<file path="src/rtl/pfag_pkg.sv">
package pfag_pkg;
    // default geometry of the accuracy window
    localparam int DEF_CNT_W = 10;
    localparam int DEF_PCT_W = 7;
    localparam int PCT_FULL  = 100;
endpackage

</file>
<file path="src/rtl/pfag_issue_ctr.sv">
module pfag_issue_ctr #(
    parameter int CNT_W = pfag_pkg::DEF_CNT_W
) (
    input  logic clk,
    input  logic rst_n,
    input  logic issue_stb,
    output logic wrap
);
    localparam logic [CNT_W-1:0] CNT_MAX = {CNT_W{1'b1}};

    typedef struct packed {
        logic [CNT_W-1:0] cnt;
    } st_t;

    st_t st_d, st_q;

    always_comb begin
        st_d = st_q;
        if (issue_stb) begin
            st_d.cnt = st_q.cnt + 1'b1;
        end
        wrap = issue_stb && (st_q.cnt == CNT_MAX);
    end

    always_ff @(posedge clk) begin
        if (!rst_n) begin
            st_q <= '0;
        end else begin
            st_q <= st_d;
        end
    end

    // a rollover leaves the window count at zero
    p_wrap_zero_r2: assert property (@(posedge clk) disable iff (!rst_n)
        wrap |=> st_q.cnt == '0);

    // no issue, no movement
    p_idle_hold_r2: assert property (@(posedge clk) disable iff (!rst_n)
        !issue_stb |=> $stable(st_q.cnt));
endmodule

</file>
<file path="src/rtl/pfag_useful_ctr.sv">
module pfag_useful_ctr #(
    parameter int CNT_W = pfag_pkg::DEF_CNT_W
) (
    input  logic             clk,
    input  logic             rst_n,
    input  logic             useful_stb,
    input  logic             clr,
    output logic [CNT_W-1:0] cnt
);
    localparam logic [CNT_W-1:0] CNT_MAX = {CNT_W{1'b1}};

    typedef struct packed {
        logic [CNT_W-1:0] cnt;
    } st_t;

    st_t st_d, st_q;

    always_comb begin
        st_d = st_q;
        if (clr) begin
            // a strobe in the sampling cycle opens the new window
            st_d.cnt = useful_stb ? CNT_W'(1) : '0;
        end else if (useful_stb && (st_q.cnt != CNT_MAX)) begin
            st_d.cnt = st_q.cnt + 1'b1;
        end
    end

    always_ff @(posedge clk) begin
        if (!rst_n) begin
            st_q <= '0;
        end else begin
            st_q <= st_d;
        end
    end

    assign cnt = st_q.cnt;

    p_no_wrap_r3: assert property (@(posedge clk) disable iff (!rst_n)
        (cnt == CNT_MAX) && !clr |=> cnt == CNT_MAX);

    p_restart_r4: assert property (@(posedge clk) disable iff (!rst_n)
        clr |=> cnt <= CNT_W'(1));
endmodule

</file>
<file path="src/rtl/pfag_thr_scale.sv">
module pfag_thr_scale #(
    parameter int CNT_W = pfag_pkg::DEF_CNT_W,
    parameter int PCT_W = pfag_pkg::DEF_PCT_W
) (
    input  logic [PCT_W-1:0] thr_pct,
    output logic [CNT_W:0]   bound
);
    localparam int PROD_W = PCT_W + CNT_W;
    localparam logic [PROD_W-1:0] FULL = PROD_W'(1) << CNT_W;

    logic [PROD_W-1:0] prod;
    logic [PROD_W-1:0] quot;

    always_comb begin
        prod = {thr_pct, {CNT_W{1'b0}}};
        quot = prod / PROD_W'(pfag_pkg::PCT_FULL);
        // anything above a full window can never be met
        bound = (quot > FULL) ? FULL[CNT_W:0] : quot[CNT_W:0];
    end
endmodule

</file>
<file path="src/rtl/pf_accuracy_gate.sv">
module pf_accuracy_gate #(
    parameter int CNT_W = pfag_pkg::DEF_CNT_W,
    parameter int PCT_W = pfag_pkg::DEF_PCT_W
) (
    input  logic             clk,
    input  logic             rst_n,
    input  logic             issue_stb,
    input  logic             useful_stb,
    input  logic [PCT_W-1:0] thr_pct,
    output logic             piggy_en,
    output logic [CNT_W-1:0] acc_sample
);
    localparam logic [CNT_W-1:0] CNT_MAX = {CNT_W{1'b1}};

    typedef struct packed {
        logic             en;
        logic [CNT_W-1:0] sample;
    } st_t;

    st_t              st_d, st_q;
    logic             wrap;
    logic [CNT_W-1:0] useful_cnt;
    logic [CNT_W:0]   bound;

    pfag_issue_ctr #(.CNT_W(CNT_W)) u_issue (
        .clk       (clk),
        .rst_n     (rst_n),
        .issue_stb (issue_stb),
        .wrap      (wrap)
    );

    pfag_useful_ctr #(.CNT_W(CNT_W)) u_useful (
        .clk        (clk),
        .rst_n      (rst_n),
        .useful_stb (useful_stb),
        .clr        (wrap),
        .cnt        (useful_cnt)
    );

    pfag_thr_scale #(.CNT_W(CNT_W), .PCT_W(PCT_W)) u_scale (
        .thr_pct (thr_pct),
        .bound   (bound)
    );

    always_comb begin
        st_d = st_q;
        if (wrap) begin
            st_d.sample = useful_cnt;
            st_d.en     = ({1'b0, useful_cnt} >= bound);
        end
    end

    always_ff @(posedge clk) begin
        if (!rst_n) begin
            st_q.en     <= 1'b1;
            st_q.sample <= '0;
        end else begin
            st_q <= st_d;
        end
    end

    assign piggy_en   = st_q.en;
    assign acc_sample = st_q.sample;

    p_hold_between_r2: assert property (@(posedge clk) disable iff (!rst_n)
        !wrap |=> $stable(piggy_en) && $stable(acc_sample));

    p_sample_taken_r4: assert property (@(posedge clk) disable iff (!rst_n)
        wrap |=> acc_sample == $past(useful_cnt));

    p_zero_thr_r6: assert property (@(posedge clk) disable iff (!rst_n)
        wrap && (thr_pct == '0) |=> piggy_en);

    p_full_thr_r6: assert property (@(posedge clk) disable iff (!rst_n)
        wrap && (thr_pct >= PCT_W'(pfag_pkg::PCT_FULL)) |=> !piggy_en);

    p_both_counted_r7: assert property (@(posedge clk) disable iff (!rst_n)
        issue_stb && useful_stb && !wrap && (useful_cnt != CNT_MAX)
        |=> useful_cnt == $past(useful_cnt) + 1'b1);
endmodule

</file>
<file path="config.mk">
export PLATFORM = sky130hd
export DESIGN_NAME = pf_accuracy_gate
export DESIGN_NICKNAME = d
export VERILOG_FILES = /design/src/rtl/pfag_pkg.sv /design/src/rtl/pfag_issue_ctr.sv /design/src/rtl/pfag_useful_ctr.sv /design/src/rtl/pfag_thr_scale.sv /design/src/rtl/pf_accuracy_gate.sv
export SDC_FILE = /design/constraint.sdc
export NUM_CORES = 1
export LEC_CHECK = 0
export ABC_CLOCK_PERIOD_IN_PS = 38600
export BUFFER_PORTS_ARGS = -buffer_cell sky130_fd_sc_hd__buf_2
export CORE_AREA = 5 5 113 115
export DETAILED_ROUTE_END_ITERATION = 8
export DIE_AREA = 0 0 118 120
export HOLD_SLACK_MARGIN = 0.06
export PLACE_DENSITY_LB_ADDON = 0.1
export SETUP_SLACK_MARGIN = 0.2
export SLEW_MARGIN = 20
export SYNTH_ARGS = -nofsm -noshare
export SYNTH_HDL_FRONTEND = slang
export SYNTH_HIERARCHICAL = 1
export SYNTH_SLANG_ARGS = --single-unit
</file>
<file path="constraint.sdc">
create_clock -name clk -period 38.6 [get_ports clk]
set_input_delay 3.86 -clock clk [delete_from_list [all_inputs] [get_ports clk]]
set_output_delay 3.86 -clock clk [all_outputs]
set_load 0.1 [all_outputs]
</file>
==> impl_metrics.tcl, run 1 <==
set metrics [dict create \
    maxCapViolCount 0 \
    hold_viol_final 0 \
    start_kind "input port" \
    drt_iter0_drc 527 \
    hp-start "u_issue/st_q[9]" \
    layout-drive-gt1-share 0.1516 \
    critPathRequiredTime_ns 38.80 \
    reg2reg_from "u_issue/st_q[2]" \
    clock_skew_ns 0.003365 \
    seq_area_frac_synth 0.1181 \
    numClockSinks 31 \
    yosys_register_bits 31 \
    placed_cells 845 \
    p_leak_nw 2.004 \
    num_antenna_cells 0 \
    wire_per_inst_um 18.12 \
    power_switching_mw 0.2592 \
    dieWidth_um 118 \
    pwr_density_cell_mw_per_mm2 82.37 \
    synth_nets 740 \
    netlist_instances 707 \
    startpoint "thr_pct[4]" \
    p_int_mw 0.1955 \
    fin_crit_ns 17.12 \
    numPortBuffers 21 \
    cts_hold_buf 0 \
    numCtsBuffers 5 \
    cts_resized 0 \
    io_pins 22 \
    antenna_found_initial 0 \
    cp.arrival_ns 17.32 \
    setup_tns_ns 0 \
    rows 40 \
    grt_pass1_wl_um 25760 \
    area_growth_pct 5.048 \
    critPathMostFrequentCell "ha_1" \
    p_total_mw 0.4547 \
    n_fill_cell 1218 \
    route.detailed.drc 0 \
    cts_setup_buffers 0 \
    synth_area_leader_cell "dfxtp_1" \
    netlist.area_leader.share 0.1181 \
    dieArea_mm2 0.01416 \
    period_share 0.4435 \
    ys_warn_count 6 \
    stdcell_count 853 \
    htreeDepth 2 \
    netlist_area_mm2 0.005255 \
    clock_path_buffers 2 \
    cpMaxStageDelayCell "or4_1" \
    relSlewSlack 0.3752 \
    overflow 0 \
    drt-total-wl_um 15460 \
    power_frac_seq 0.073 \
    cts.reportedPaths.clkPinSlew_ns 0.05 \
    worstSkewPairLatency_ns 0.27 \
    worstMarginPinSlew_ns 0.9301 \
    clock-root-buffer "clkbuf_16" \
    layout_commonest_cell "nor2_1" \
    gp_congestion 0.9738 \
    synthFlopType "dfxtp_1" \
    avgSynthCellArea_um2 7.433 \
    rsz0062_at_grt "no" \
    max_stage_delay_ns 0.56 \
    dpl.hpwl_um 11850 \
    synth_cell_type_count 112 \
    cp_max_fo 21 \
    firstDrtPassIters 5 \
    nNetsFinal 738 \
    maxSlewViolCount 0 \
    via_per_inst 6.540 \
    core_mm2 0.01171 \
    synth_edf_count 0 \
    hold_class "reg -> reg" \
    grt_max_degree 28 \
    initial_core_util 0.4487 \
    fmax_mhz 58.41 \
    critical_path_class "in -> reg" \
    setup_viol_count_final 0 \
    grt_pass1_vias 5258 \
    ant_nets 0 \
    layout_common_cells "nor2_1 (58), nand2_1 (53), a21oi_1 (46)" \
    p_clk_frac 0.089 \
    p_comb_frac 0.838 \
    synthTopCellsByArea "dfxtp_1 (12%), ha_1 (5.2%), a21oi_1 (4.4%)" \
    ys_async_sr_fraction 0 \
    die_h_um 120 \
    cts_tree "built" \
    num_vias 5579 \
    cp-end-kind "flop" \
    outcome "complete, no violations" \
    vdd_drop_max_v 0.00005614 \
    swShare 0.5701 \
    grt.total_usage 0.2105 \
]
## cell type report
| cell class | count | area, um^2 | area share |
|---|---|---|---|
| Tap cell | 147 | 183.9 | 0.03332 |
| Sequential cell | 31 | 620.6 | 0.1124 |
| Clock buffer | 8 | 156.4 | 0.02833 |
| Inverter | 32 | 120.1 | 0.02176 |
| Multi-Input combinational cell | 612 | 4319 | 0.7824 |
| Timing Repair Buffer | 23 | 120.1 | 0.02176 |
## stage by stage
step / utilization / area (um^2) / setup WS [ns] / hold slack (ns)
floorplan: - / 5255 / 22.66 / 0.4521
finish: 0.4714 / 5520 / 21.48 / 0.4883
global route: 0.4714 / 5520 / 20.41 / 0.5112
global placement: 0.4580 / 5364 / 21.50 / 0.4609
CTS: 0.4714 / 5520 / 21.56 / 0.4879
detailed placement: 0.4580 / 5364 / 21.29 / 0.4769
## cells by family (layout without fill, tap and decap cells)
family,Yosys count,count (layout),synth area share
simple gates,284,284,0.3062
mux,25,25,0.04928
compound gates,256,256,0.3714
buf+inv,64,63,0.06095
fa+ha+maj,22,22,0.05238
flops,31,31,0.1181
xor+xnor,25,25,0.04167
## Yosys cell counts (5+ instances only)
cell and count:
nor2b_1 13, a21oi_1 46, mux2i_1 21, o21ai_0 40, nand2b_1 8, ha_1 22
or4_1 11, and2_1 9, buf_2 10, dfxtp_1 31, o31ai_1 14, a211oi_1 18
o211ai_1 18, xor2_1 6, nor3b_1 5, nor2_1 58, buf_6 5, a31oi_1 19
or2_2 5, clkbuf_1 8, a21o_1 6, nor4_1 6, nand4_1 13, nand2_1 53
a21boi_0 5, or3_1 6, nor3_1 21, inv_1 26, xnor2_1 19, buf_4 8
o21a_1 9, nand3_1 31, inv_2 5, and3_1 5, a31o_2 5, o22ai_1 5
## registers in the layout, indices dropped and copies added (netlist names)
name and count:
piggy_en 1, acc_sample 10, u_issue/st_q 10, u_useful/cnt 10
## critical path, delay by kind of cell
| kind | cells | cell delay [ns] |
|---|---|---|
| AND/OR/NAND/NOR | 24 | 5.28 |
| adder cells (fa/ha/maj) | 8 | 2.26 |
| multiplexers | 1 | 0.31 |
| AO/OA/AOI/OAI | 13 | 3.13 |
| XOR/XNOR | 1 | 0.42 |
| buffers and inverters | 10 | 2.03 |
## routing by layer
metal	global-route usage	vias to the layer above	part of all wire
met1	0.2626	2651	0.45
met4	0.07814	0	0.031
met2	0.3773	168	0.49
met3	0.01602	38	0.034
met5	0	-	0
li1	-	2722	-
## worst paths after layout
kind                                   endpoint  slack (ns)  depth (start not counted)
worst max-delay path                   piggy_en       21.48                         57
worst min-delay path            u_issue/st_q[9]        0.49                          2
worst max register to register         piggy_en       36.75                          6
worst min register to register  u_issue/st_q[9]        0.49                          2
## power groups by stage
stage	clock network, mW	registers (mW)	logic, mW
floorplan	0	0.0336	0.293
finish	0.0403	0.0332	0.381
global route	0.0431	0.0332	0.412
detailed placement	0	0.0338	0.371
global placement	0	0.0338	0.373
CTS	0.0415	0.0331	0.372
Power figures use the tool's default switching activity.
==> run 2, diff against run 1 <==
- ABC_CLOCK_PERIOD_IN_PS: 38600 -> 16300
- clock period: 38.6 -> 16.3 ns (I/O delays scaled with it)
==> run 2 against run 1 <==
Against the previous run: critical path depth unchanged; largest power group unchanged; sequential share of layout area is 0.056 points higher; highest routed layer unchanged; cell count fell by 0.23%; count of clock-buffer cells in the layout fell by 2.
==> impl_metrics.tcl, run 2 (synthesis results as in run 1) <==
set metrics [dict create \
    layout-drive-gt1-share 0.1491 \
    htreeDepth 2 \
    grt.total_usage 0.2116 \
    start_kind "input port" \
    rows 40 \
    cp-end-kind "flop" \
    cts.reportedPaths.clkPinSlew_ns 0.05 \
    maxCapViolCount 0 \
    layout_commonest_cell "nor2_1" \
    cp_max_fo 21 \
    drt_iter0_drc 490 \
    critPathMostFrequentCell "ha_1" \
    cts_setup_buffers 0 \
    critical_path_class "in -> reg" \
    antenna_found_initial 0 \
    numCtsBuffers 5 \
    firstDrtPassIters 5 \
    gp_congestion 0.9737 \
    area_growth_pct 4.524 \
    initial_core_util 0.4487 \
    drt-total-wl_um 15680 \
    dieArea_mm2 0.01416 \
    wire_per_inst_um 18.42 \
    ant_nets 0 \
    fmax_mhz 66.38 \
    grt_max_degree 28 \
    max_stage_delay_ns 0.57 \
    cts_resized 0 \
    maxSlewViolCount 0 \
    outcome "complete, no violations" \
    clock_path_buffers 2 \
    p_leak_nw 1.990 \
    clock-root-buffer "clkbuf_16" \
    cpLargestDelayFamily "simple AND/OR/NAND/NOR gates" \
    via_per_inst 6.658 \
    grt_pass1_vias 5253 \
    relSlewSlack 0.3735 \
    setup_tns_ns 0 \
    worstSkewPairLatency_ns 0.27 \
    hold_class "reg -> reg" \
    dieWidth_um 118 \
    finalCoreUtilization 0.4690 \
    cts_tree "built" \
    rsz0062_at_grt "no" \
    dpl.hpwl_um 12010 \
    critPathRequiredTime_ns 16.49 \
    num_antenna_cells 0 \
    setup_viol_count_final 0 \
    cts_hold_buf 0 \
    io_pins 22 \
    num_vias 5666 \
    hold_viol_final 0 \
    nNetsFinal 738 \
    pwr_density_cell_mw_per_mm2 193.7 \
    clock_skew_ns 0.004770 \
    grt_pass1_wl_um 25940 \
    layout_common_cells "nor2_1 (58), nand2_1 (53), a21oi_1 (46)" \
    core_mm2 0.01171 \
    cpMaxStageDelayCell "or4_1" \
    overflow 0 \
    worstMarginPinSlew_ns 0.9326 \
    cp.arrival_ns 15.26 \
    period_share 0.9242 \
    fin_crit_ns 15.06 \
    route.detailed.drc 0 \
    numPortBuffers 21 \
    numClockSinks 31 \
    vdd_drop_max_v 0.0001208 \
    worst-path-buf-inv 10 \
    die_h_um 120 \
]
-- run 2: worst reg2reg max path, cell delays in order (launching register included) --
cell and delay [ns]:
dfxtp_1 0.44, ha_1 0.28, nand3_1 0.12, nor3_2 0.13, buf_4 0.28, nor3b_1 0.10
or3_1 0.37, o22ai_1 0.10
-- run 2: path summary, 6_finish.rpt --
check / slack (ns) / cells after the start / from / endpoint
setup / recovery: 1.24 / 57 / thr_pct[4] / piggy_en
hold / removal: 0.48 / 2 / u_issue/st_q[9] / u_issue/st_q[9]
setup reg to reg: 14.41 / 7 / u_issue/st_q[0] / piggy_en
hold reg to reg: 0.48 / 2 / u_issue/st_q[9] / u_issue/st_q[9]
-- run 2: layer usage --
metal,wire (um),up-vias,GRT usage
li1,-,2723,-
met1,6929,2711,0.2681
met2,7615,188,0.3720
met3,613,44,0.01649
met4,520,0,0.08244
met5,0,-,0
-- run 2: layout make-up --
cell class                 count  area (um^2)
inverter                      32        120.1
clock buffer                   6        128.9
fill                        1234         6218
sequential                    31        620.6
multi-input combinational    612         4319
tap                          147        183.9
timing repair buffer          23        120.1
-- run 2: where the power goes --
group / internal, mW / switching (mW)
clock network: 0.0547 / 0.0289
logic: 0.321 / 0.581
registers: 0.0769 / 0.00172
-- run 2: metrics by stage --
| step | hold slack (ns) | instance area (um^2) | std cells | setup WS (ns) | power (mW) |
|---|---|---|---|---|---|
| after CTS | 0.4914 | 5493 | 851 | 1.438 | 1.047 |
| after global routing | 0.5060 | 5493 | 851 | 0.2834 | 1.143 |
| final | 0.4838 | 5493 | 851 | 1.235 | 1.064 |
| after floorplan | 0.4521 | 5255 | 707 | 2.590 | 0.7739 |
| after global placement | 0.4609 | 5364 | 845 | 1.432 | 0.9637 |
| after detailed placement | 0.4762 | 5364 | 845 | 1.204 | 0.9592 |
==> run 3, diff against run 2 <==
- ABC_CLOCK_PERIOD_IN_PS: 16300 -> 12800
- clock period: 16.3 -> 12.8 ns (I/O delays scaled with it)
==> run 3 against run 2 <==
Against the previous run: cell count increased by 1.5%; largest cell class unchanged; clock skew decreased by 0.0022 ns; clock power increased by 36%; critical path depth decreased by 5; die area unchanged; hold slack got worse by 0.0039 ns; critical path type unchanged; utilization increased by 1.8 points; sequential power increased by 27%; flip-flop and latch count unchanged.
==> impl_metrics.tcl, run 3 (synthesis results as in run 1) <==
set metrics [dict create \
    layout_common_cells "nor2_1 (56), nand2_1 (52), a21oi_1 (46)" \
    numPortBuffers 21 \
    outcome "complete, no violations" \
    cp_max_fo 19 \
    maxSlewViolCount 0 \
    dieArea_mm2 0.01416 \
    layout-drive-gt1-share 0.1869 \
    overflow 0 \
    start_kind "input port" \
    drt-total-wl_um 15780 \
    r2r-end "piggy_en" \
    area_growth_pct 8.571 \
    grt_pass1_vias 5283 \
    dpl.hpwl_um 12290 \
    hold_viol_final 0 \
    numCtsBuffers 5 \
    p_leak_nw 2.075 \
    drt_iter0_drc 395 \
    setup_tns_ns 0 \
    maxCapViolCount 0 \
    ant_nets 0 \
    critical_path_class "in -> reg" \
    fin_crit_ns 11.79 \
    route.detailed.drc 0 \
    startpoint "thr_pct[4]" \
    fmax_mhz 84.85 \
    die_h_um 120 \
    pwr_density_cell_mw_per_mm2 246.5 \
    antenna_found_initial 0 \
    cpMaxStageDelayCell "o311a_1" \
    grt.total_usage 0.2136 \
    grt_max_degree 28 \
    critPathRequiredTime_ns 13.00 \
    clock-root-buffer "clkbuf_16" \
    nNetsFinal 750 \
    wire_per_inst_um 18.27 \
    r2r_setup_slack_ns 10.97 \
    initial_core_util 0.4487 \
    hold_class "reg -> reg" \
    cp-end-kind "flop" \
    io_pins 22 \
    period_share 0.9207 \
    p_total_mw 1.406 \
    htreeDepth 2 \
    via_per_inst 6.492 \
    numClockSinks 31 \
    core_mm2 0.01171 \
    firstDrtPassIters 5 \
    clock_path_buffers 2 \
    crit_end "piggy_en" \
    clock_skew_ns 0.002540 \
    reg2reg_from "u_issue/st_q[2]" \
    cts.reportedPaths.clkPinSlew_ns 0.05 \
    max_stage_delay_ns 0.48 \
    layout_commonest_cell "nor2_1" \
    relSlewSlack 0.2583 \
    rows 40 \
    cts_tree "built" \
    dieWidth_um 118 \
    worstSkewPairLatency_ns 0.27 \
    grt_pass1_wl_um 25880 \
    cts_hold_buf 0 \
    worstMarginPinSlew_ns 1.104 \
    num_vias 5609 \
    vdd_drop_max_v 0.0001375 \
    cp.arrival_ns 11.99 \
    num_antenna_cells 0 \
    r2r_cells 6 \
    gp_congestion 0.9849 \
    rsz0062_at_grt "no" \
    setup_viol_count_final 0 \
    critPathMostFrequentCell "ha_1" \
]
[run 3: cell count changes in the layout (fill, tap and decap cells not counted), moves of 2 or more]
cell / change
buf_4: +12
a22oi_1: -2
a22oi_2: +2
nor2_1: -2
nor2_2: +2
nor4_4: +2
[run 3: worst min path at each step]
stage	from	endpoint	slack [ns]	cells past startpoint
3_5_place_dp	u_issue/st_q[9]	u_issue/st_q[9]	0.48	2
3_3_place_gp	u_issue/st_q[9]	u_issue/st_q[9]	0.46	2
2_1_floorplan	u_issue/st_q[9]	u_issue/st_q[9]	0.45	2
4_1_cts	u_issue/st_q[7]	u_issue/st_q[7]	0.49	2
5_1_grt	u_issue/st_q[7]	u_issue/st_q[7]	0.52	2
6_report	u_issue/st_q[7]	u_issue/st_q[7]	0.48	2
[run 3: worst max-delay path, delay by kind of cell]
family	cells	cell delay [ns]
AND/OR/NAND/NOR	20	4.20
AO/OA/AOI/OAI	15	3.17
adder cells (fa/ha/maj)	7	2.05
buffers and inverters	7	0.75
multiplexers	2	0.31
XOR/XNOR	1	0.21
[run 3: what timing repair did]
action	in CTS	in global routing
resized for setup	0	11
endpoints found under the setup margin	0	1
buffers inserted	0	3
endpoints found under the hold margin	0	0
[run 3: where the power goes]
group	internal [mW]	total, mW	leakage, nW	switching [mW]
sequential	0.0979	0.100	0.250	0.00205
combinational	0.443	1.19	1.75	0.749
clock	0.0755	0.114	0.0727	0.0382
total	0.617	1.41	2.07	0.790
[run 3: cell type report]
class	instances	area, um^2
Sequential cell	31	620.6
Inverter	32	122.6
Tap cell	147	183.9
Clock inverter	1	5.005
Multi-Input combinational cell	612	4422
Timing Repair Buffer	35	212.7
Fill cell	1182	6006
Clock buffer	6	138.9
[run 3: through the flow]
stage          setup WS (ns)  hold slack (ns)  area [um^2]  cells    util
2_1_floorplan         0.2142           0.4521         5325    707       -
3_3_place_gp          0.3828           0.4611         5489    854  0.4687
3_5_place_dp          0.1349           0.4752         5489    854  0.4687
4_1_cts               0.3459           0.4871         5633    861  0.4810
5_1_grt               0.1653           0.5161         5705    864  0.4872
6_report               1.015           0.4798         5705    864  0.4872
[run 3: layer usage]
layer | wire [um] | global-route usage
met4 | 605 | 0.1004
met1 | 6762 | 0.2594
met3 | 621 | 0.02121
met5 | 0 | 0
met2 | 7792 | 0.3777
